$ cat config.mk
export PLATFORM = sky130hd
export DESIGN_NAME = edo_page_ctrl
export DESIGN_NICKNAME = d
export VERILOG_FILES = /design/src/rtl/edo_pkg.sv /design/src/rtl/edo_refresh_timer.sv /design/src/rtl/edo_addr_split.sv /design/src/rtl/edo_page_ctrl.sv
export SDC_FILE = /design/constraint.sdc
export NUM_CORES = 1
export LEC_CHECK = 0
export BUFFER_PORTS_ARGS = -buffer_cell sky130_fd_sc_hd__buf_2
export CORE_AREA = 3 3 146 148
export CTS_CLUSTER_SIZE = 16
export DETAILED_ROUTE_END_ITERATION = 12
export DIE_AREA = 0 0 149 151
export SLEW_MARGIN = 5
export SYNTH_ARGS = -nofsm -noshare
export SYNTH_HDL_FRONTEND = slang
export SYNTH_SLANG_ARGS = --single-unit
$ cat constraint.sdc
create_clock -name clk -period 5.3 [get_ports clk]
set_input_delay 0 -clock clk [delete_from_list [all_inputs] [get_ports clk]]
set_output_delay 0 -clock clk [all_outputs]
set_load 0.005 [all_outputs]
$ cat src/rtl/edo_pkg.sv
package edo_pkg;

    typedef enum logic [3:0] {
        ST_IDLE,
        ST_PRE_MISS,
        ST_ROW_SET,
        ST_ROW_WAIT,
        ST_COL_SET,
        ST_COL_LOW,
        ST_COL_REC,
        ST_PRE_REF,
        ST_REF_CAS,
        ST_REF_RAS,
        ST_REF_REC
    } ctrl_state_e;

    function automatic int max_of(input int a, input int b);
        return (a > b) ? a : b;
    endfunction

endpackage

$ cat src/rtl/edo_refresh_timer.sv
module edo_refresh_timer #(
    parameter int INTERVAL = 1562
) (
    input  logic clk,
    input  logic rst_n,
    input  logic ack,
    output logic pend
);
    localparam int W = $clog2(INTERVAL + 1);

    logic [W-1:0] cnt_d, cnt_q;
    logic         pend_d, pend_q;

    always_comb begin
        cnt_d  = cnt_q + W'(1);
        pend_d = pend_q;
        if (ack) begin
            pend_d = 1'b0;
        end
        if (cnt_q == W'(INTERVAL - 1)) begin
            cnt_d  = '0;
            pend_d = 1'b1;
        end
    end

    always_ff @(posedge clk or negedge rst_n) begin
        if (!rst_n) begin
            cnt_q  <= '0;
            pend_q <= 1'b0;
        end else begin
            cnt_q  <= cnt_d;
            pend_q <= pend_d;
        end
    end

    assign pend = pend_q;
endmodule

$ cat src/rtl/edo_addr_split.sv
module edo_addr_split #(
    parameter int ROW_W = 10,
    parameter int COL_W = 10
) (
    input  logic [ROW_W+COL_W-1:0] addr,
    input  logic [ROW_W-1:0]       open_row,
    input  logic                   row_open,
    output logic [ROW_W-1:0]       row,
    output logic [COL_W-1:0]       col,
    output logic                   hit
);
    always_comb begin
        row = addr[ROW_W+COL_W-1:COL_W];
        col = addr[COL_W-1:0];
        hit = row_open && (row == open_row);
    end
endmodule

$ cat src/rtl/edo_page_ctrl.sv
module edo_page_ctrl #(
    parameter int ROW_W       = 10,
    parameter int COL_W       = 10,
    parameter int DATA_W      = 16,
    parameter int CLK_MHZ     = 100,
    parameter int EXT_REFRESH = 0,
    parameter int T_RCD       = 2,
    parameter int T_CAS       = 2,
    parameter int T_CP        = 1,
    parameter int T_RP        = 3,
    parameter int T_CSR       = 1,
    parameter int T_RAS_REF   = 5
) (
    input  logic                   clk,
    input  logic                   rst_n,
    input  logic                   host_valid,
    output logic                   host_ready,
    input  logic                   host_we,
    input  logic [ROW_W+COL_W-1:0] host_addr,
    input  logic [DATA_W-1:0]      host_wdata,
    input  logic [1:0]             host_be,
    output logic                   rsp_valid,
    output logic [DATA_W-1:0]      rsp_rdata,
    output logic                   mem_ras_n,
    output logic                   mem_lcas_n,
    output logic                   mem_ucas_n,
    output logic                   mem_we_n,
    output logic                   mem_oe_n,
    output logic [((ROW_W > COL_W) ? ROW_W : COL_W)-1:0] mem_addr,
    output logic [DATA_W-1:0]      mem_dq_out,
    output logic                   mem_dq_oe,
    input  logic [DATA_W-1:0]      mem_dq_in
);
    import edo_pkg::*;

    localparam int PIN_W      = (ROW_W > COL_W) ? ROW_W : COL_W;
    localparam int LANE_W     = DATA_W / 2;
    localparam int PERIOD_US  = (EXT_REFRESH != 0) ? 128000 : 16000;
    localparam int REF_ROWS   = 1 << ROW_W;
    localparam int REF_CYCLES = PERIOD_US * CLK_MHZ / REF_ROWS;
    localparam int MAX_T      = max_of(max_of(max_of(T_RCD, T_CAS), max_of(T_CP, T_RP)),
                                       max_of(T_CSR, T_RAS_REF));
    localparam int CNT_W      = $clog2(MAX_T + 1);

    typedef struct packed {
        ctrl_state_e        st;
        logic [CNT_W-1:0]   cnt;
        logic               ras_n;
        logic               lcas_n;
        logic               ucas_n;
        logic               we_n;
        logic               oe_n;
        logic               dq_oe;
        logic [PIN_W-1:0]   pin;
        logic [DATA_W-1:0]  wdata;
        logic               is_we;
        logic [1:0]         be;
        logic [COL_W-1:0]   col;
        logic               row_open;
        logic [ROW_W-1:0]   row;
        logic               rsp_valid;
        logic [DATA_W-1:0]  rdata;
    } ctrl_t;

    localparam ctrl_t RESET_VAL = '{
        st: ST_IDLE, cnt: '0, ras_n: 1'b1, lcas_n: 1'b1, ucas_n: 1'b1,
        we_n: 1'b1, oe_n: 1'b1, dq_oe: 1'b0, pin: '0, wdata: '0,
        is_we: 1'b0, be: '0, col: '0, row_open: 1'b0, row: '0,
        rsp_valid: 1'b0, rdata: '0
    };

    ctrl_t s_d, s_q;

    logic             ref_pend;
    logic             ref_ack;
    logic [ROW_W-1:0] req_row;
    logic [COL_W-1:0] req_col;
    logic             req_hit;
    logic             accept;

    edo_refresh_timer #(.INTERVAL(REF_CYCLES)) u_timer (
        .clk   (clk),
        .rst_n (rst_n),
        .ack   (ref_ack),
        .pend  (ref_pend)
    );

    edo_addr_split #(.ROW_W(ROW_W), .COL_W(COL_W)) u_split (
        .addr     (host_addr),
        .open_row (s_q.row),
        .row_open (s_q.row_open),
        .row      (req_row),
        .col      (req_col),
        .hit      (req_hit)
    );

    assign host_ready = (s_q.st == ST_IDLE) && !ref_pend;
    assign accept     = host_valid && host_ready;

    always_comb begin
        s_d           = s_q;
        s_d.rsp_valid = 1'b0;
        ref_ack       = 1'b0;
        unique case (s_q.st)
            ST_IDLE: begin
                if (ref_pend) begin
                    ref_ack = 1'b1;
                    if (s_q.row_open) begin
                        s_d.ras_n    = 1'b1;
                        s_d.row_open = 1'b0;
                        s_d.cnt      = CNT_W'(T_RP - 1);
                        s_d.st       = ST_PRE_REF;
                    end else begin
                        s_d.lcas_n = 1'b0;
                        s_d.ucas_n = 1'b0;
                        s_d.cnt    = CNT_W'(T_CSR - 1);
                        s_d.st     = ST_REF_CAS;
                    end
                end else if (accept) begin
                    s_d.wdata = host_wdata;
                    s_d.is_we = host_we;
                    s_d.be    = host_be;
                    s_d.col   = req_col;
                    if (req_hit) begin
                        s_d.pin   = PIN_W'(req_col);
                        s_d.we_n  = !host_we;
                        s_d.dq_oe = host_we;
                        s_d.st    = ST_COL_SET;
                    end else if (s_q.row_open) begin
                        s_d.ras_n    = 1'b1;
                        s_d.row_open = 1'b0;
                        s_d.row      = req_row;
                        s_d.cnt      = CNT_W'(T_RP - 1);
                        s_d.st       = ST_PRE_MISS;
                    end else begin
                        s_d.row = req_row;
                        s_d.pin = PIN_W'(req_row);
                        s_d.st  = ST_ROW_SET;
                    end
                end
            end
            ST_PRE_MISS: begin
                if (s_q.cnt == '0) begin
                    s_d.pin = PIN_W'(s_q.row);
                    s_d.st  = ST_ROW_SET;
                end else begin
                    s_d.cnt = s_q.cnt - CNT_W'(1);
                end
            end
            ST_ROW_SET: begin
                s_d.ras_n    = 1'b0;
                s_d.row_open = 1'b1;
                s_d.cnt      = CNT_W'(T_RCD - 1);
                s_d.st       = ST_ROW_WAIT;
            end
            ST_ROW_WAIT: begin
                if (s_q.cnt == '0) begin
                    s_d.pin   = PIN_W'(s_q.col);
                    s_d.we_n  = !s_q.is_we;
                    s_d.dq_oe = s_q.is_we;
                    s_d.st    = ST_COL_SET;
                end else begin
                    s_d.cnt = s_q.cnt - CNT_W'(1);
                end
            end
            ST_COL_SET: begin
                s_d.lcas_n = !s_q.be[0];
                s_d.ucas_n = !s_q.be[1];
                s_d.oe_n   = s_q.is_we;
                s_d.cnt    = CNT_W'(T_CAS - 1);
                s_d.st     = ST_COL_LOW;
            end
            ST_COL_LOW: begin
                if (s_q.cnt == '0) begin
                    s_d.lcas_n = 1'b1;
                    s_d.ucas_n = 1'b1;
                    s_d.oe_n   = 1'b1;
                    s_d.we_n   = 1'b1;
                    s_d.dq_oe  = 1'b0;
                    if (!s_q.is_we) begin
                        s_d.rsp_valid = 1'b1;
                        s_d.rdata     = {s_q.be[1] ? mem_dq_in[DATA_W-1:LANE_W] : {LANE_W{1'b0}},
                                         s_q.be[0] ? mem_dq_in[LANE_W-1:0]      : {LANE_W{1'b0}}};
                    end
                    s_d.cnt = CNT_W'(T_CP - 1);
                    s_d.st  = ST_COL_REC;
                end else begin
                    s_d.cnt = s_q.cnt - CNT_W'(1);
                end
            end
            ST_COL_REC: begin
                if (s_q.cnt == '0) begin
                    s_d.st = ST_IDLE;
                end else begin
                    s_d.cnt = s_q.cnt - CNT_W'(1);
                end
            end
            ST_PRE_REF: begin
                if (s_q.cnt == '0) begin
                    s_d.lcas_n = 1'b0;
                    s_d.ucas_n = 1'b0;
                    s_d.cnt    = CNT_W'(T_CSR - 1);
                    s_d.st     = ST_REF_CAS;
                end else begin
                    s_d.cnt = s_q.cnt - CNT_W'(1);
                end
            end
            ST_REF_CAS: begin
                if (s_q.cnt == '0) begin
                    s_d.ras_n = 1'b0;
                    s_d.cnt   = CNT_W'(T_RAS_REF - 1);
                    s_d.st    = ST_REF_RAS;
                end else begin
                    s_d.cnt = s_q.cnt - CNT_W'(1);
                end
            end
            ST_REF_RAS: begin
                if (s_q.cnt == '0) begin
                    s_d.ras_n  = 1'b1;
                    s_d.lcas_n = 1'b1;
                    s_d.ucas_n = 1'b1;
                    s_d.cnt    = CNT_W'(T_RP - 1);
                    s_d.st     = ST_REF_REC;
                end else begin
                    s_d.cnt = s_q.cnt - CNT_W'(1);
                end
            end
            ST_REF_REC: begin
                if (s_q.cnt == '0) begin
                    s_d.st = ST_IDLE;
                end else begin
                    s_d.cnt = s_q.cnt - CNT_W'(1);
                end
            end
            default: s_d = RESET_VAL;
        endcase
    end

    always_ff @(posedge clk or negedge rst_n) begin
        if (!rst_n) begin
            s_q <= RESET_VAL;
        end else begin
            s_q <= s_d;
        end
    end

    assign rsp_valid  = s_q.rsp_valid;
    assign rsp_rdata  = s_q.rdata;
    assign mem_ras_n  = s_q.ras_n;
    assign mem_lcas_n = s_q.lcas_n;
    assign mem_ucas_n = s_q.ucas_n;
    assign mem_we_n   = s_q.we_n;
    assign mem_oe_n   = s_q.oe_n;
    assign mem_addr   = s_q.pin;
    assign mem_dq_out = s_q.wdata;
    assign mem_dq_oe  = s_q.dq_oe;
endmodule

== Yosys cells after proc, flatten, opt, wreduce, memory -nomap -nowiden ==
Index checks and enable logic that the tools add are counted.

* Flip-flop bits (word level): 92
* Logic and storage cells: 151
* Input bits: 58
* Output and inout port bits: 50

* Mux-type cells: 59
* $add $sub $neg: 2
* Reduce and logical (&&, ||, !) cells: 31
* Eq/ne operators: 32
* Bitwise logic cells: 8

{| class="wikitable"
|+ Operators by type and width
! kind !! count
|-
| $pmux W7 S10 || 1
|-
| $pmux W29 S2 || 1
|-
| $mux W51 || 1
|-
| $mux W10 || 4
|-
| $mux W40 || 1
|-
| $pmux W10 S4 || 1
|-
| $mux W4 || 9
|-
| $mux W17 || 2
|-
| $pmux W17 S2 || 1
|-
| $mux W11 || 3
|-
| $mux W8 || 4
|-
| $ne A2 B2 Y1 const B || 12
|-
| $pmux W10 S2 || 1
|-
| $reduce_or A10 Y1 || 2
|-
| $mux W3 || 6
|-
| $reduce_and A6 Y1 || 3
|-
| $reduce_or A9 Y1 || 2
|-
| $eq A4 B3 Y1 const B || 4
|-
| $reduce_or A8 Y1 || 2
|-
| $eq A4 B4 Y1 const B || 3
|-
| $mux W1 || 12
|-
| $pmux W2 S6 || 1
|-
| $reduce_and A3 Y1 || 4
|-
| $add A11 B1 Y11 const B || 1
|-
| 28 further kinds || 51
|}

== Longest topological paths before layout ==
* Depth in word-level cells: 6
* Gate-level depth with buffers: 10
* Mapped depth without buffers: 10

== Hierarchy ==
Synthesis repeated with hierarchy kept, for this count alone.

* Cell total of the unflattened synthesis: 535
* Area total of the unflattened synthesis: 5,175.0 µm²

{| class="wikitable"
|+ Modules (own cells, without submodules)
! module !! sequential area each (µm²) !! cells each !! area an instance (µm²) !! times used
|-
| edo_page_ctrl || 2,008.2 || 451 || 4,345.4 || 1
|-
| edo_refresh_timer || 300.3 || 50 || 564.3 || 1
|-
| edo_addr_split || 0.0 || 34 || 265.3 || 1
|}

== Worst setup path after synthesis ==
No wires, ideal clock.

* Kind: flip-flop to flip-flop
* Start: register s_q[77] (netlist bit)
* End: register s_q (netlist bit mem_addr[0])
* Setup slack: 3.125 ns
* Arrival time: 2.049 ns
* Data required time: 5.174 ns
* Library setup time: 0.126 ns
* Stages on the path, launching flop included: 8
* Clock period less this slack: 2.175 ns
* Path buffers: 2
* Path through: dfrtp_1 or4_1 buf_2 nor3b_4 a221oi_1 a31o_1 buf_6 a221o_1

* Cells in the longest elaborated chain, start to end: 5
* Elaborated cells on any way between the ends: 22
* Classes of those cells: eq/ne (15); mux (1); bitwise (1); reduce/logical (5)

{| class="wikitable"
|+ Ends and longest elaborated chain
! item !! RTL line !! source
|-
| from (decl) || edo_page_ctrl.sv:72 || <nowiki>ctrl_t s_d, s_q;</nowiki>
|-
| from (signal assigned) || edo_page_ctrl.sv:241 || <nowiki>s_q <= RESET_VAL;</nowiki>
|-
| from (signal assigned) || edo_page_ctrl.sv:243 || <nowiki>s_q <= s_d;</nowiki>
|-
| $logic_not A4 Y1 || edo_page_ctrl.sv:97, edo_page_ctrl.sv:104 ||
|-
| $logic_and A1 B1 Y1 || edo_page_ctrl.sv:97 || <nowiki>assign host_ready = (s_q.st == ST_IDLE) && !ref_pend;</nowiki>
|-
| $logic_and A1 B1 Y1 || edo_page_ctrl.sv:98 || <nowiki>assign accept = host_valid && host_ready;</nowiki>
|-
| $ne A2 B2 Y1 (no source line) || - ||
|-
| $reduce_and A6 Y1 (no source line) || - ||
|}

Parallel ways exist; a longest one is shown, timed or not.
A chain may end at the register's enable or synchronous reset.

== Final worst setup path ==
* Start: register s_q[77] (netlist bit)
* End: register s_q (netlist bit mem_addr[8])

Same word-level chain as after synthesis.

==> results.yml <==
status:
  status: "completed"
synth:
  yosys.area.top_type_share_pct: 43.39
  async_flop_share_pct: 100.0
  syn_inst: 525
  synth.net_count: 590
  synth.top_cells.by_count: "87 x dfrtp_1, 74 x nand2_1, 42 x buf_4"
  synth_cell_type_count: 61
  seq_area_frac_synth_pct: 46.01
  yosysMostFrequentCell: "dfrtp_1"
  synth_top_cell_by_area: "dfrtp_1"
  ys.flop_type: "dfrtp_1"
  ys_warn_count: 0
  syn_area_per_cell_um2: 9.557
  synth_area_leaders: "dfrtp_1 43%, buf_4 6.3%, nand2_1 5.5%, a22o_1 3.5%, nand3_1 3.4%"
  netlist_area_um2: 5017
  synth-seq-cells: 92
  synth-edff-count: 0
pwr:
  power_density_nw_per_um2: 453.3
  total_power_w: 0.002884
  p_leak_nw: 3.054
  peakVddDrop_mv: 0.1728
drt:
  wl_per_cell_um: 15.20
  routed_wl_um: 13830
  met2_length_um: 6603
  highest_layer: "met4"
  drcViolationCount: 0
  detail_route.first_pass.iterations: 7
  wl_met3_um: 797
  vias: 4212
  antenna_left: 0
  drt_iter0_markers: 304
  wl_met1_um: 6184
  viasPerCell: 4.629
grt:
  grt_pass1_wl_um: 21940
  antenna_found_initial: 0
  grt_max_degree: 54
  first_global_vias: 4116
  grt_usage_pct: 12.17
  grt_overflow: 0
setup_path:
  cp-end-kind: "register"
  path_buf_inv: 1
  worstPathMaxFanout: 18
  crit_path_top_delay_cell: "or4_1"
  cp_top_family: "simple AND/OR/NAND/NOR gates"
  slowest_delay_ns: 0.68
  crit_required_ns: 5.52
  start_kind: "register"
  cp_cell_sequence: "buf_4, or4_1, nor3b_4, a221oi_1, a31o_1, a221o_1"
  critPathKind: "register to register"
  critPathArrivalTime_ns: 3.33
clock_tree:
  cts-root-buf: "clkbuf_16"
  cts-htree-levels: 3
  post_cts_buffers: 0
  cts_sinks: 92
  cts-buffers-inserted: 9
  cts_resized: 0
  insertion_delay_ns: 0.34
  cts_tree: "built"
  path_clk_slew_ns: 0.07
  cts_buffer_depth: 2
sta:
  drv_slew: 0
  fin_crit_ns: 3.112
  setup_violations: 0
  fmax_mhz: 321.3
  post-route-period-util_pct: 58.72
  skew_ns: 0.01258
  finalHoldViolCount: 0
  relSlewSlack_pct: 41.82
  fin_tns_setup_ns: 0
  rsz0062_at_grt: "no"
  worst_pin_slew_ns: 0.8661
layout:
  area_growth_pct: 26.78
  stdcell_area_um2: 6361
  register_area_um2: 2308
  n_antenna_cell: 0
  nFillCells: 2115
  drive_gt1_share_pct: 24.38
  multi_input_area_um2: 2205
  final_nets: 700
  fin_util_pct: 31.54
floorplanning:
  fp.dieW_um: 149
  die-area_um2: 22500
  start_util_pct: 24.88
  core_area_um2: 20170
  die_h_um: 151
  ios: 108
  rows: 52
place:
  hpwl_um: 9609
  io_buffers: 107
  dpl_cell_area_um2: 5513
  gp_congestion: 0.7941
job:
  cap_viol_max_count: 0
min_path:
  hold_class: "primary input to register"
[per-stage QoR]
stage                     hold slack [ns]  setup WS, ns  std cells
after floorplan                   -0.2956         3.125        525
after CTS                          0.1219         2.161        910
final                              0.1310         2.188        910
after global routing               0.1721         1.995        910
after global placement            0.02424         2.238        838
after detailed placement          0.02526         2.170        838
[path summary, 6_finish.rpt]
path	from	to	slack, ns	depth (start not counted)
setup / recovery	s_q[77]	mem_addr[8]	2.19	6
hold / removal	host_valid	s_q[74]	0.13	3
setup reg to reg	s_q[77]	mem_addr[8]	2.19	6
hold reg to reg	mem_dq_out[7]	mem_dq_out[7]	0.46	2
max in group asynchronous	rst_n	u_timer.cnt_q[1]	4.07	3
min in group asynchronous	rst_n	s_q[73]	0.18	2
[registers in the layout (all words and copies together) (netlist names), 10 cells and up]
signal and flops:
u_timer.cnt_q 11, mem_dq_out 16, rsp_rdata 16, mem_addr 10, s_q 31
[worst reg2reg max path, stage by stage, from the launching register on]
cell and delay [ns]:
dfrtp_1 0.67, buf_4 0.36, or4_1 0.68, nor3b_4 0.39, a221oi_1 0.09, a31o_1 0.39, a221o_1 0.41
[final cells by class]
| class | count | area share (%) |
|---|---|---|
| flip-flops and latches | 92 | 36.29 |
| repair buffers | 170 | 18.10 |
| inverters | 19 | 1.121 |
| multi-input cells | 343 | 34.66 |
| clock inverters | 5 | 0.5507 |
| clock buffers | 11 | 3.973 |
| well taps | 270 | 5.311 |
[layout by cell type, fill, tap and decap left out, drive strengths merged, types with 7 or more instances in the layout]
master	count
buf	114
dfrtp	87
nand2	74
dlygate4sd3	56
nand3	34
nor2	34
o21ai	26
a22o	20
inv	19
xor2	15
mux2i	13
a21oi	12
a221o	11
nand4	11
mux2	11
clkbuf	11
nor3	7
ha	7
[per-layer routing]
metal	up-vias	track usage [%]
li1	2051	-
met1	2019	16.12
met2	124	19.98
met3	18	2.902
met4	0	3.341
met5	-	0
[report_power, final]
part	internal (W)	leakage (nW)	total, W	switching (W)
logic	0.000504	1.70	0.00116	0.000656
registers	0.000899	1.21	0.00110	0.000202
clock network	0.000345	0.142	0.000623	0.000278
total	0.00175	3.05	0.00288	0.00114
[cells by family (layout without fill, tap and decap cells)]
logic type | count (synthesis) | count (layout) | share of synthesized area (%)
fa+ha+maj | 7 | 7 | 1.746
simple gates | 188 | 188 | 18.15
flops | 92 | 92 | 46.01
xor+xnor | 20 | 20 | 3.491
mux | 24 | 24 | 5.137
compound gates | 104 | 104 | 15.21
buf+inv | 90 | 205 | 10.25
[timing repair]
action                                  4_1_cts  5_1_grt
hold buffers                                 56        0
endpoints found under the setup margin        0        0
hold endpoints to repair                     92        0
(Power assumes the default switching activity.)
